**src/rtl/sdrmon_pkg.sv**
```systemverilog
package sdrmon_pkg;

    typedef enum logic [3:0] {
        C_DESL  = 4'd0,
        C_NOP   = 4'd1,
        C_BST   = 4'd2,
        C_READ  = 4'd3,
        C_READA = 4'd4,
        C_WRIT  = 4'd5,
        C_WRITA = 4'd6,
        C_ACT   = 4'd7,
        C_PRE   = 4'd8,
        C_PALL  = 4'd9,
        C_REF   = 4'd10,
        C_MRS   = 4'd11
    } cmd_e;

    typedef enum logic [2:0] {
        B_IDLE     = 3'd0,
        B_ACTIVE   = 3'd1,
        B_READ     = 3'd2,
        B_WRITE    = 3'd3,
        B_READ_AP  = 3'd4,
        B_WRITE_AP = 3'd5,
        B_WR_RECOV = 3'd6,
        B_PRECHG   = 3'd7
    } bank_e;

endpackage

```
**src/rtl/sdrmon_decode.sv**
```systemverilog
module sdrmon_decode
    import sdrmon_pkg::*;
(
    input  logic cke,
    input  logic cs_n,
    input  logic ras_n,
    input  logic cas_n,
    input  logic we_n,
    input  logic ap_a10,
    output cmd_e cmd
);

    always_comb begin
        if (!cke) begin
            cmd = C_NOP;
        end else if (cs_n) begin
            cmd = C_DESL;
        end else begin
            unique case ({ras_n, cas_n, we_n})
                3'b111:  cmd = C_NOP;
                3'b110:  cmd = C_BST;
                3'b101:  cmd = ap_a10 ? C_READA : C_READ;
                3'b100:  cmd = ap_a10 ? C_WRITA : C_WRIT;
                3'b011:  cmd = C_ACT;
                3'b010:  cmd = ap_a10 ? C_PALL : C_PRE;
                3'b001:  cmd = C_REF;
                default: cmd = C_MRS;
            endcase
        end
    end

endmodule

```
**src/rtl/sdrmon_bank.sv**
```systemverilog
module sdrmon_bank
    import sdrmon_pkg::*;
#(
    parameter int BURST_LEN = 4,
    parameter int T_RP      = 3,
    parameter int T_RAS     = 5,
    parameter int T_WR      = 2
) (
    input  logic  clk,
    input  logic  rst_n,
    input  cmd_e  cmd,
    input  logic  hit,
    input  logic  accept,
    output logic  reject,
    output bank_e state
);

    localparam int M_A  = (BURST_LEN > T_RP) ? BURST_LEN : T_RP;
    localparam int M_B  = (T_WR > T_RAS) ? T_WR : T_RAS;
    localparam int MAXV = (M_A > M_B) ? M_A : M_B;
    localparam int CW   = $clog2(MAXV + 1);

    localparam logic [CW-1:0] BL_C  = CW'(BURST_LEN);
    localparam logic [CW-1:0] RP_C  = CW'(T_RP);
    localparam logic [CW-1:0] WR_C  = CW'(T_WR);
    localparam logic [CW-1:0] RAS_C = CW'(T_RAS - 1);
    localparam logic [CW-1:0] ONE_C = CW'(1);

    typedef struct packed {
        bank_e         st;
        logic [CW-1:0] cnt;
        logic [CW-1:0] ras;
    } regs_t;

    regs_t q, d;
    logic  open_row;
    logic  ap_burst;
    logic  pre_req;
    logic  moved;
    logic  last;

    // legality of the sampled command against this bank
    always_comb begin
        open_row = (q.st == B_ACTIVE) || (q.st == B_READ) || (q.st == B_WRITE);
        ap_burst = (q.st == B_READ_AP) || (q.st == B_WRITE_AP);
        pre_req  = (cmd == C_PALL) || ((cmd == C_PRE) && hit);
        reject   = 1'b0;
        unique case (cmd)
            C_BST:
                reject = ap_burst;
            C_READ, C_READA, C_WRIT, C_WRITA:
                reject = hit && !open_row;
            C_ACT:
                reject = hit && (q.st != B_IDLE);
            C_PRE, C_PALL:
                reject = pre_req && (ap_burst || (q.st == B_WR_RECOV) ||
                                     (open_row && (q.ras != '0)));
            C_REF, C_MRS:
                reject = (q.st != B_IDLE);
            default:
                reject = 1'b0;
        endcase
    end

    // next-state computation
    always_comb begin
        d     = q;
        moved = 1'b0;
        last  = (q.cnt == ONE_C);
        d.ras = (q.ras != '0) ? (q.ras - ONE_C) : '0;

        if (accept) begin
            unique case (cmd)
                C_BST: begin
                    if ((q.st == B_READ) || (q.st == B_WRITE)) begin
                        d.st  = B_ACTIVE;
                        moved = 1'b1;
                    end
                end
                C_READ, C_READA, C_WRIT, C_WRITA: begin
                    if (hit) begin
                        unique case (cmd)
                            C_READ:  d.st = B_READ;
                            C_READA: d.st = B_READ_AP;
                            C_WRIT:  d.st = B_WRITE;
                            default: d.st = B_WRITE_AP;
                        endcase
                        d.cnt = BL_C;
                        moved = 1'b1;
                    end
                end
                C_ACT: begin
                    if (hit) begin
                        d.st  = B_ACTIVE;
                        d.ras = RAS_C;
                        moved = 1'b1;
                    end
                end
                C_PRE, C_PALL: begin
                    if (pre_req && open_row) begin
                        d.st  = B_PRECHG;
                        d.cnt = RP_C;
                        moved = 1'b1;
                    end
                end
                default: moved = 1'b0;
            endcase
        end

        if (!moved) begin
            unique case (q.st)
                B_READ, B_WRITE: begin
                    if (last) d.st = B_ACTIVE;
                    else      d.cnt = q.cnt - ONE_C;
                end
                B_READ_AP: begin
                    if (last) begin
                        d.st  = B_PRECHG;
                        d.cnt = RP_C;
                    end else begin
                        d.cnt = q.cnt - ONE_C;
                    end
                end
                B_WRITE_AP: begin
                    if (last) begin
                        d.st  = B_WR_RECOV;
                        d.cnt = WR_C;
                    end else begin
                        d.cnt = q.cnt - ONE_C;
                    end
                end
                B_WR_RECOV: begin
                    if (last) begin
                        d.st  = B_PRECHG;
                        d.cnt = RP_C;
                    end else begin
                        d.cnt = q.cnt - ONE_C;
                    end
                end
                B_PRECHG: begin
                    if (last) d.st = B_IDLE;
                    else      d.cnt = q.cnt - ONE_C;
                end
                default: d.cnt = q.cnt;
            endcase
        end
    end

    always_ff @(posedge clk) begin
        if (!rst_n) begin
            q.st  <= B_IDLE;
            q.cnt <= '0;
            q.ras <= '0;
        end else begin
            q <= d;
        end
    end

    assign state = q.st;

endmodule

```
**src/rtl/sdr_cmd_monitor.sv**
```systemverilog
module sdr_cmd_monitor
    import sdrmon_pkg::*;
#(
    parameter int BANKS     = 2,
    parameter int BURST_LEN = 4,
    parameter int T_RP      = 3,
    parameter int T_RAS     = 5,
    parameter int T_WR      = 2,
    localparam int BA_W     = (BANKS > 1) ? $clog2(BANKS) : 1
) (
    input  logic                 clk,
    input  logic                 rst_n,
    input  logic                 cke,
    input  logic                 cs_n,
    input  logic                 ras_n,
    input  logic                 cas_n,
    input  logic                 we_n,
    input  logic                 ap_a10,
    input  logic [BA_W-1:0]      ba,
    output logic                 err_valid,
    output logic [3:0]           err_cmd,
    output logic [BA_W-1:0]      err_bank,
    output logic [3*BANKS-1:0]   bank_state
);

    typedef struct packed {
        logic            v;
        logic [3:0]      code;
        logic [BA_W-1:0] bank;
    } err_t;

    cmd_e             cmd;
    logic [BANKS-1:0] rej;
    logic             accept;
    err_t             err_d, err_q;

    sdrmon_decode u_dec (
        .cke    (cke),
        .cs_n   (cs_n),
        .ras_n  (ras_n),
        .cas_n  (cas_n),
        .we_n   (we_n),
        .ap_a10 (ap_a10),
        .cmd    (cmd)
    );

    assign accept = ~|rej;

    for (genvar g = 0; g < BANKS; g++) begin : g_bank
        bank_e st;
        logic  hit;

        assign hit = (ba == BA_W'(g));

        sdrmon_bank #(
            .BURST_LEN (BURST_LEN),
            .T_RP      (T_RP),
            .T_RAS     (T_RAS),
            .T_WR      (T_WR)
        ) u_bank (
            .clk    (clk),
            .rst_n  (rst_n),
            .cmd    (cmd),
            .hit    (hit),
            .accept (accept),
            .reject (rej[g]),
            .state  (st)
        );

        assign bank_state[3*g +: 3] = st;
    end

    always_comb begin
        err_d      = '0;
        err_d.v    = !accept;
        err_d.code = cmd;
        for (int i = BANKS - 1; i >= 0; i--) begin
            if (rej[i]) err_d.bank = BA_W'(i);
        end
    end

    always_ff @(posedge clk) begin
        if (!rst_n) err_q <= '0;
        else        err_q <= err_d;
    end

    assign err_valid = err_q.v;
    assign err_cmd   = err_q.code;
    assign err_bank  = err_q.bank;

endmodule

```
**config.mk**
```make
export PLATFORM = sky130hd
export DESIGN_NAME = sdr_cmd_monitor
export DESIGN_NICKNAME = d
export VERILOG_FILES = /design/src/rtl/sdrmon_pkg.sv /design/src/rtl/sdrmon_decode.sv /design/src/rtl/sdrmon_bank.sv /design/src/rtl/sdr_cmd_monitor.sv
export SDC_FILE = /design/constraint.sdc
export NUM_CORES = 1
export LEC_CHECK = 0
export BUFFER_PORTS_ARGS = -buffer_cell sky130_fd_sc_hd__clkbuf_2
export CORE_MARGIN = 3
export CORE_UTILIZATION = 30
export DETAILED_ROUTE_END_ITERATION = 8
export GPL_TIMING_DRIVEN = 1
export PLACE_DENSITY_LB_ADDON = 0.05
export SYNTH_ARGS = -nofsm -noshare
export SYNTH_HDL_FRONTEND = slang
export SYNTH_HIERARCHICAL = 1
export SYNTH_SLANG_ARGS = --single-unit
```
**constraint.sdc**
```tcl
create_clock -name clk -period 4.2 [get_ports clk]
set_input_delay 0.42 -clock clk [delete_from_list [all_inputs] [get_ports clk]]
set_output_delay 0.42 -clock clk [all_outputs]
set_load 0.01 [all_outputs]
```
Word-level counts from Yosys, hierarchy flattened
Cells that the tools add are included.

word-level totals
  input bits = 9
  output and inout bits = 12
  register bits = 24
  logic and storage cells = 154

operators by class
  mux-type cells = 60
  equal/unequal tests = 33
  add/sub/neg operators = 4
  reduce and logical (&&, ||, !) cells = 46
  bitwise operators = 2

operators by type and width
  cell                   count
  $mux W3                25
  $pmux W3 S4            4
  $eq A3 B3 Y1 const B   12
  $mux W6                6
  $pmux W4 S7            1
  $pmux W3 S3            3
  $eq A3 B2 Y1 const B   6
  $mux W9                2
  $eq A4 B3 Y1 const B   4
  $eq A4 B4 Y1 const B   4
  $reduce_or A2 Y1       8
  $eq A3 B1 Y1 const B   5
  $logic_or A1 B1 Y1     14
  $logic_and A1 B1 Y1    12
  $pmux W3 S2            2
  $reduce_bool A3 Y1     4
  $sub A3 B1 Y3 const B  4
  $mux W1                10
  $pmux W1 S5            2
  $eq A4 B2 Y1 const B   2
  $mux W4                2
  $reduce_bool A4 Y1     2
  $pmux W1 S3            2
  $reduce_or A3 Y1       2
  other kinds (5)        7

Depth between registers and ports, before layout
Gate-level depths: netlist of run 1.

  word-level depth = 14
  mapped depth = 17
  mapped depth without buffers = 15

Modules after synthesis
Netlist of run 1, hierarchy kept.

by module, submodules not included
  module                          sequential area each (um^2)  area each (um^2)  cells an instance  instances
  sdrmon_bank (g_bank[1].u_bank)  180.2                        992.2             133                1
  sdrmon_bank (g_bank[0].u_bank)  180.2                        969.7             143                1
  sdr_cmd_monitor                 120.1                        173.9             14                 1
  sdrmon_decode                   0.0                          91.3              15                 1

Worst setup path before layout of run 1
OpenSTA, ideal clock, no wires.

  path kind = input to register
  start point = input port we_n
  end point = register g_bank[0].u_bank/q[3] in the netlist's numbering
  required time = 4.078 ns
  slack = 0.655 ns
  setup time = 0.122 ns
  data arrival time = 3.423 ns
  buffers on the path = 1
  stages on the path = 14
  cells stage by stage = inv_1 or3_1 a21oi_1 clkbuf_1 nor2_1 o21ai_0 a21oi_1 o211ai_1 nand3_1 nor2_1 nand3_1 nor2_8 o21ai_1 a311o_1

on the way
  longest elaborated chain between the ends = 14
  elaborated cells between the ends (all ways) = 44
  those cells by class = 17 x eq/ne; 14 x mux; 13 x reduce/logical

ends and longest elaborated chain
  element                                     RTL line                                source
  start: declaration                          sdr_cmd_monitor.sv:17                   input logic we_n,
  $eq A3 B1 Y1, or another cell as far along  sdrmon_decode.sv:19                     unique case ({ras_n, cas_n, we_n})
  $pmux W4 S7 *                               sdrmon_decode.sv:19
  $mux W4 *                                   sdrmon_decode.sv:16                     end else if (cs_n) begin
  $mux W4 *                                   sdrmon_decode.sv:14                     if (!cke) begin
  net cmd[2]                                  sdr_cmd_monitor.sv:32                   cmd_e cmd;
  $eq A4 B4 Y1                                sdrmon_bank.sv:46, sdrmon_bank.sv:48
  $logic_and A1 B1 Y1                         sdrmon_bank.sv:46                       pre_req = (cmd == C_PALL) || ((cmd == C_PRE) && hit);
  $logic_or A1 B1 Y1                          sdrmon_bank.sv:46
  $logic_and A1 B1 Y1                         sdrmon_bank.sv:56                       reject = pre_req && (ap_burst || (q.st == B_WR_RECOV) ||
  $pmux W1 S5 *                               sdrmon_bank.sv:48                       unique case (cmd)
  net rej[0]                                  sdr_cmd_monitor.sv:33                   logic [BANKS-1:0] rej;
  $reduce_or A2 Y1 *                          sdr_cmd_monitor.sv:47                   assign accept = ~|rej;
  $mux W9                                     sdrmon_bank.sv:72                       if (accept) begin
  $mux W3                                     sdrmon_bank.sv:113, sdrmon_bank.sv:141
  $pmux W3 S3                                 sdrmon_bank.sv:111                      unique case (q.st)
  $mux W6                                     sdrmon_bank.sv:110                      if (!moved) begin
  end: declaration                            sdrmon_bank.sv:35                       regs_t q, d;

Mark *: on every way through the listed nets, which the timed path passes. The rest lies on a longest branch.
A chain may end at the register's enable or synchronous reset.

Worst setup path after layout of run 1
  start point = input port we_n
  end point = register, netlist name g_bank[1].u_bank/state[0]

on the way
  longest elaborated chain between the ends = 14
  elaborated cells between the ends (all ways) = 48
  those cells by class = 17 x eq/ne; 19 x mux; 12 x reduce/logical

ends and longest elaborated chain
  element                                     RTL line
  $eq A3 B1 Y1, or another cell as far along  sdrmon_decode.sv:19
  $pmux W4 S7 *                               sdrmon_decode.sv:19
  $mux W4 *                                   sdrmon_decode.sv:16
  $mux W4 *                                   sdrmon_decode.sv:14
  net cmd[2]                                  sdr_cmd_monitor.sv:32
  $eq A4 B4 Y1                                sdrmon_bank.sv:46, sdrmon_bank.sv:48
  $logic_and A1 B1 Y1                         sdrmon_bank.sv:46
  $logic_or A1 B1 Y1                          sdrmon_bank.sv:46
  $logic_and A1 B1 Y1                         sdrmon_bank.sv:56
  $pmux W1 S5 *                               sdrmon_bank.sv:48
  net rej[0]                                  sdr_cmd_monitor.sv:33
  $reduce_or A2 Y1 *                          sdr_cmd_monitor.sv:47
  $mux W9                                     sdrmon_bank.sv:72
  $mux W3 (on tied branches)                  n/a
  $pmux W3 S4                                 sdrmon_bank.sv:111
  $mux W6 *                                   sdrmon_bank.sv:110

Marked as above.

==> out/metrics.csv, run 1 <==
metric,value,unit
final_common_cell,nor2_1,
critPathSlowestCell,a21oi_2,
cts_resized,0,
ir_worst_vdd,0.112,mV
worst-path-stages,16,
clk_latency,270,ps
setup_viol,0,
cts.sinks,24,
syn-num-nets,322,
swShare,30.4,%
cts_made_buffers,3,
viasPerCell,5.35,
cp.required,4380,ps
cts-root-buf,clkbuf_8,
seq_area,480,um^2
relSlewSlack,54.0,%
final_util,35.2,%
place_area,2390,um^2
dieArea,8490,um^2
synthCells,305,
drt-wirelength-per-cell,14.9,um
portBuffers,20,
min_from,g_bank[0].u_bank/q[0]$_SDFF_PN0_,
antenna_cells,0,
p_int,418,uW
crit_end,g_bank[1].u_bank/state[0]$_SDFF_PN0_,
ys_ff_latch,24,
worst_slew_pin_slew,690,ps
min_period,3230,ps
endpoint_kind,flip-flop,
tns,0,ps
antenna_found_initial,0,
dieWidth,92.2,um
p_sw,183,uW
drc_errors,0,
layout-drive-gt1-share,20.1,%
p_leak,0.966,nW
met2_usage,26.4,%
antenna_left,0,
cp_max_fo,12,
ys.flop_type,dfxtp_1,
grtUsageMet1,19.5,%
htreeDepth,1,
fin_nets,332,
r2r_end,g_bank[1].u_bank/state[0]$_SDFF_PN0_,
initial_utilization,31.9,%
routabilityCongestion,0.781,
multi_input_area,1540,um^2
fin_skew,9.18,ps
reg2reg_from,g_bank[1].u_bank/state[1]$_SDFF_PN0_,
critPathBufInv,3,
max_cap_violations,0,
async_flop_share,0,%
cts.clk_slew.worst_paths,100,ps
max_stage_delay,430,ps
power_frac_clock,34.9,%
grt_pass1_vias,2163,
status,completed,
hpwlAfterDp,4.54,mm
die_h,92.2,um
cts_tree,done,
yosysSeqAreaShare,21.6,%
clk_path_buf_depth,2,
crit_type,in2reg,
rows,30,
rsz0062_at_grt,false,
startpoint_type,input port,
post_cts.repair.setup_buffers,0,
hold_viol_final,0,
most-common-layout-cells,"nor2_1, nand2_1, dfxtp_1",
p_total,600,uW
crit_chain,clkbuf_2 > inv_1 > or3_1 > a21oi_2 > nor2_1 > o21ai_0 > a21oi_1 > o211ai_1 > nand3_1 > nor2_1 > buf_4 > and2_1 > nand3_1 > a21oi_1 > o22ai_1 > o221a_2,
synth-edff-count,0,
drv_slew,0,
vias,2195,
worst_ep_arrival_time,3410,ps
fp.coreArea,6980,um^2
area_delta_synth_final,10.4,%
final_area,2460,um^2
grt.overflow.total,0,
pwr_density_cell,244,nW/um^2
worstRegToRegCells,11,
cp_top_family,compound AO/OA/AOI/OAI gates,
fmax,310,MHz
busiest_layer,met2,
syn_avg_cell_area,7.30,um^2
yosysUniqueCellTypes,66,
hold_class,reg2reg,
drtIter0Drc,63,
ys_warn_count,6,
regToRegSetupSlack,1570,ps
ios,21,
crit_path_start,we_n,
grt_max_degree,22,
pwr-share-seq,40.5,%
grt_pass1_wl,10.7,mm
met3_usage,2.46,%
finalWirelength,6.11,mm
share_comb_of_total_power,24.6,%
drtPass1Iterations,4,
synth.cell_area,2230,um^2
ctsHoldBuffers,0,
grt_usage,15.2,%
n_fill_cell,781,
finalCritPeriodShare,76.9,%
==> synth_stat cells, types with 2 or more instances <==
| cell type | instances | share of area, % |
|---|---|---|
| a2bb2oi_1 | 2 | 0.79 |
| buf_4 | 8 | 2.7 |
| nand2b_1 | 9 | 2.5 |
| buf_6 | 2 | 1.0 |
| and3_1 | 2 | 0.56 |
| o2111ai_1 | 2 | 0.79 |
| or4_4 | 2 | 1.0 |
| o21a_1 | 6 | 2.0 |
| nor4b_2 | 2 | 1.3 |
| buf_2 | 6 | 1.3 |
| o2bb2ai_1 | 2 | 0.79 |
| inv_1 | 21 | 3.5 |
| clkbuf_1 | 7 | 1.2 |
| mux2i_1 | 2 | 0.90 |
| or3_1 | 3 | 0.84 |
| and2_2 | 4 | 1.3 |
| a311o_1 | 2 | 0.90 |
| o221a_2 | 3 | 1.5 |
| a22oi_1 | 2 | 0.67 |
| a31oi_1 | 2 | 0.56 |
| nor4b_1 | 2 | 0.79 |
| nor2_1 | 30 | 5.1 |
| nand2_1 | 29 | 4.9 |
| a21oi_1 | 24 | 5.4 |
| o31ai_1 | 2 | 0.67 |
| o21ai_0 | 20 | 4.5 |
| and2_1 | 2 | 0.56 |
| dfxtp_1 | 24 | 22 |
| nand3_1 | 10 | 2.2 |
| nor3_1 | 7 | 1.6 |
| o21ai_2 | 3 | 1.2 |
| ha_1 | 8 | 4.5 |
| o22ai_1 | 5 | 1.4 |
| nor2b_1 | 4 | 1.1 |
| o21ai_1 | 7 | 1.6 |
| a21boi_0 | 2 | 0.67 |
| o211ai_1 | 8 | 2.7 |
==> per-stage QoR <==
stage	hold slack, ps	std cells	setup slack (ps)
3_5_place_dp	443	406	673
4_1_cts	462	410	970
3_3_place_gp	447	406	707
2_1_floorplan	423	305	655
6_report	459	410	969
5_1_grt	479	410	576
==> final cells by class <==
class	count	share of cell area (%)
clock inverter	1	1.22
clock buffer	3	1.68
tap	96	4.89
timing repair buffer	29	6.82
sequential	24	19.5
inverter	21	3.21
multi-input combinational	236	62.6
==> state kept, by name, summed over array words and instances, names as in the netlist <==
name	count
g_bank.u_bank/state	6
err_bank	1
g_bank.u_bank/q	12
err_valid	1
err_cmd	4
==> worst min path at each step <==
| stage | to | slack [ps] | cells after the start |
|---|---|---|---|
| after CTS | g_bank[0].u_bank/q[0]$_SDFF_PN0_ | 460 | 1 |
| after floorplan | g_bank[0].u_bank/q[0]$_SDFF_PN0_ | 420 | 1 |
| final | g_bank[0].u_bank/q[0]$_SDFF_PN0_ | 460 | 1 |
| after detailed placement | g_bank[1].u_bank/q[0]$_SDFF_PN0_ | 440 | 1 |
| after global routing | g_bank[1].u_bank/q[0]$_SDFF_PN0_ | 480 | 1 |
| after global placement | g_bank[1].u_bank/q[0]$_SDFF_PN0_ | 450 | 1 |
==> cells by family (layout without fill, tap and decap cells) <==
kind of cell / Yosys count / in the layout / share of synthesized area, %
buf+inv: 45 / 54 / 9.94
xor+xnor: 1 / 1 / 0.393
fa+ha+maj: 8 / 8 / 4.49
simple gates: 118 / 118 / 29.6
flops: 24 / 24 / 21.6
mux: 2 / 2 / 0.899
compound gates: 107 / 107 / 33.1
==> worst register-to-register path: cells and delay by family (launching register included) <==
kind / cells / cell delay (ps)
buffers and inverters: 1 / 170
and+or+nand+nor: 5 / 960
DFF: 1 / 480
AOI/OAI and AO/OA: 5 / 920
==> power groups by stage <==
stage | logic [mW] | registers (mW) | clock network [mW]
after floorplan | 0.110 | 0.245 | 0
after global placement | 0.149 | 0.249 | 0
after detailed placement | 0.148 | 0.249 | 0
after CTS | 0.149 | 0.243 | 0.224
after global routing | 0.167 | 0.245 | 0.233
final | 0.147 | 0.243 | 0.210
==> per-layer routing <==
metal,vias to the layer above,routed length [um]
met3,8,144
met4,0,82
li1,1114,-
met2,24,3100
met1,1049,2780
met5,-,0
Note: power is estimated with default switching activity, not from simulation.
==> inputs of run 2 (changes only) <==
--- a/config.mk
+++ b/config.mk
@@ -5,6 +5,7 @@
 export SDC_FILE = /design/constraint.sdc
 export NUM_CORES = 1
 export LEC_CHECK = 0
+export ABC_AREA = 1
 export BUFFER_PORTS_ARGS = -buffer_cell sky130_fd_sc_hd__clkbuf_2
 export CORE_MARGIN = 3
 export CORE_UTILIZATION = 30
==> constraint.sdc (replaced) <==
create_clock -name clk -period 2.8 [get_ports clk]
set_input_delay 0.28 -clock clk [delete_from_list [all_inputs] [get_ports clk]]
set_output_delay 0.28 -clock clk [all_outputs]
set_load 0.01 [all_outputs]
==> out/metrics.csv, run 2 <==
metric,value,unit
grt_max_degree,21,
post_cts.repair.setup_buffers,0,
endpoint_kind,flip-flop,
ys_warn_count,6,
drc_errors,0,
worst_ep_arrival_time,2650,ps
grt_usage,15.3,%
finalCritPeriodShare,86.3,%
pwr_density_cell,475,nW/um^2
routabilityCongestion,0.868,
ys.flop_type,dfxtp_1,
antenna_cells,0,
min_period,2420,ps
relSlewSlack,66.7,%
synthMuxAreaShare,0,%
yosys.area_share.adder,4.45,%
crit_chain,clkbuf_2 > inv_1 > nor2_1 > inv_1 > nor2_1 > buf_4 > inv_1 > nand2_1 > nor2_1 > inv_2 > o22ai_1 > o21ai_0 > nand3_1 > nor2_2 > inv_1 > nor3_1 > buf_4 > o21a_1,
cp.required,3040,ps
p_leak,1.41,nW
setup_viol,0,
synth_top_cell_area_share,21.3,%
hold_slack,378,ps
hold_class,in2reg,
die_h,92.6,um
final_common_cell,nand2_1,
syn-num-nets,396,
ios,21,
regToRegSetupSlack,490,ps
grt_pass1_vias,2278,
crit_path_frequent_cell,inv_1,
synth-xor-area-share,0.389,%
crit_type,in2reg,
drtPass1Iterations,4,
dr_wl_met2,2.66,mm
cts.clk_slew.worst_paths,100,ps
fin_skew,4.73,ps
netlist_top_cells_area,"dfxtp_1, nand2_1, inv_1",
wl_met3,185,um
largest_register_ffs,12,
status,completed,
worstRegToRegCells,10,
fp.coreArea,7020,um^2
async_flop_share,0,%
syn_avg_cell_area,5.94,um^2
min_from,ras_n,
yosysUniqueCellTypes,35,
max_stage_delay,420,ps
most-common-layout-cells,"nand2_1, inv_1, nor2_1",
synth_compound_area_share,16.3,%
r2r_end,g_bank[0].u_bank/q[2]$_SDFF_PN0_,
hpwlAfterDp,4.82,mm
vias,2392,
synthCells,379,
startpoint_type,input port,
antenna_found_initial,0,
tns,0,ps
worst_slew_pin_slew,498,ps
synth-edff-count,0,
yosys.area.top_type,dfxtp_1,
grt_pass1_wl,10.7,mm
fmax,414,MHz
rsz0062_at_grt,false,
max_cap_violations,0,
synth_commonest_cells,"nand2_1, inv_1, nor2_1",
synth.cell_area,2250,um^2
initial_utilization,32.1,%
synth_top_family_by_area,simple AND/OR/NAND/NOR gates,
viasPerCell,4.76,
synth.most_common_cell,nand2_1,
fin_nets,425,
cts_made_buffers,3,
place_area,2490,um^2
wl_met1,3.13,mm
hold_viol_final,0,
cts_tree,done,
drv_slew,0,
drtIter0Drc,185,
dieArea,8580,um^2
rows,30,
cts.sinks,24,
cts-root-buf,clkbuf_8,
top_register,g_bank.u_bank/q,
grt.overflow.total,0,
ir_worst_vdd,0.189,mV
final_area,2570,um^2
ys_ff_latch,24,
finalWirelength,6.04,mm
synthSimpleGateAreaFrac,43.5,%
dieWidth,92.6,um
critPathSlowestCell,nor3_1,
clk_latency,280,ps
htreeDepth,1,
clk_path_buf_depth,2,
antenna_left,0,
area_delta_synth_final,14.1,%
top_layer_used,met4,
hold_end,err_cmd[2]$_SDFF_PN0_,
layout-drive-gt1-share,18.4,%
min_path_cells,4,
cp_max_fo,10,
reg2reg_from,g_bank[0].u_bank/state[1]$_SDFF_PN0_,
crit_path_start,cke,
yosysSeqAreaShare,21.3,%
portBuffers,20,
drt-wirelength-per-cell,12.0,um
==> run 2: changes by cell type after synthesis, moves of 9 or more <==
| cell | previous run | this run |
|---|---|---|
| inv_1 | 21 | 55 |
| nand2_1 | 29 | 96 |
| nand2_2 | 0 | 9 |
| nand2b_1 | 9 | 0 |
| nand3_1 | 10 | 36 |
| nor2_1 | 30 | 45 |
==> run 2: layout make-up <==
cell class                 count  area (um^2)
tap                           96          120
fill                         806         4450
clock inverter                 1         30.0
inverter                      63          236
timing repair buffer          33          198
sequential                    24          480
clock buffer                   3         41.3
multi-input combinational    283         1460
==> run 2: per-layer routing <==
metal | GRT usage, % | vias up
met5 | 0 | -
li1 | - | 1270
met1 | 21.9 | 1078
met4 | 4.27 | 0
met3 | 1.54 | 5
met2 | 24.2 | 39
==> run 2: worst max path at each step <==
stage | endpoint | slack, ps | cells past startpoint
after floorplan | g_bank[0].u_bank/state[1]$_SDFF_PN0_ | 0.7 | 17
after global placement | g_bank[1].u_bank/state[1]$_SDFF_PN0_ | 50 | 19
after detailed placement | g_bank[0].u_bank/q[2]$_SDFF_PN0_ | -10 | 16
after CTS | g_bank[0].u_bank/q[2]$_SDFF_PN0_ | 270 | 16
after global routing | g_bank[0].u_bank/q[4]$_SDFFE_PN0P_ | 10 | 24
final | g_bank[0].u_bank/q[2]$_SDFF_PN0_ | 380 | 18
==> run 2: logic make-up (layout without fill, tap and decap cells) <==
logic type | after synthesis | after routing
adder cells (fa/ha/maj) | 8 | 8
buffers and inverters | 72 | 100
XOR/XNOR | 1 | 1
AND/OR/NAND/NOR | 212 | 212
AO/OA/AOI/OAI | 62 | 62
flip-flops | 24 | 24
==> run 2: timing repair <==
item,in CTS,in global routing
hold buffers,0,0
endpoints found under the setup margin,0,10
gates resized for setup,0,2
==> run 2: power by group <==
group          internal, mW  switching, mW
sequential            0.376         0.0295
combinational         0.177          0.310
clock                 0.192          0.136
==> run 2: per-stage QoR <==
stage	utilization, %	instances	setup WS (ps)	total power, mW
floorplan	-	379	0.706	0.780
global placement	35.5	499	48.4	0.901
detailed placement	35.5	499	-11.7	0.900
CTS	36.5	503	265	1.24
global route	36.6	503	12.0	1.33
finish	36.6	503	383	1.22
==> run 2: worst max-delay path, delay by kind of cell <==
kind,cells,cell delay [ps]
AND/OR/NAND/NOR,7,1280
AO/OA/AOI/OAI,3,240
buffers and inverters,8,840
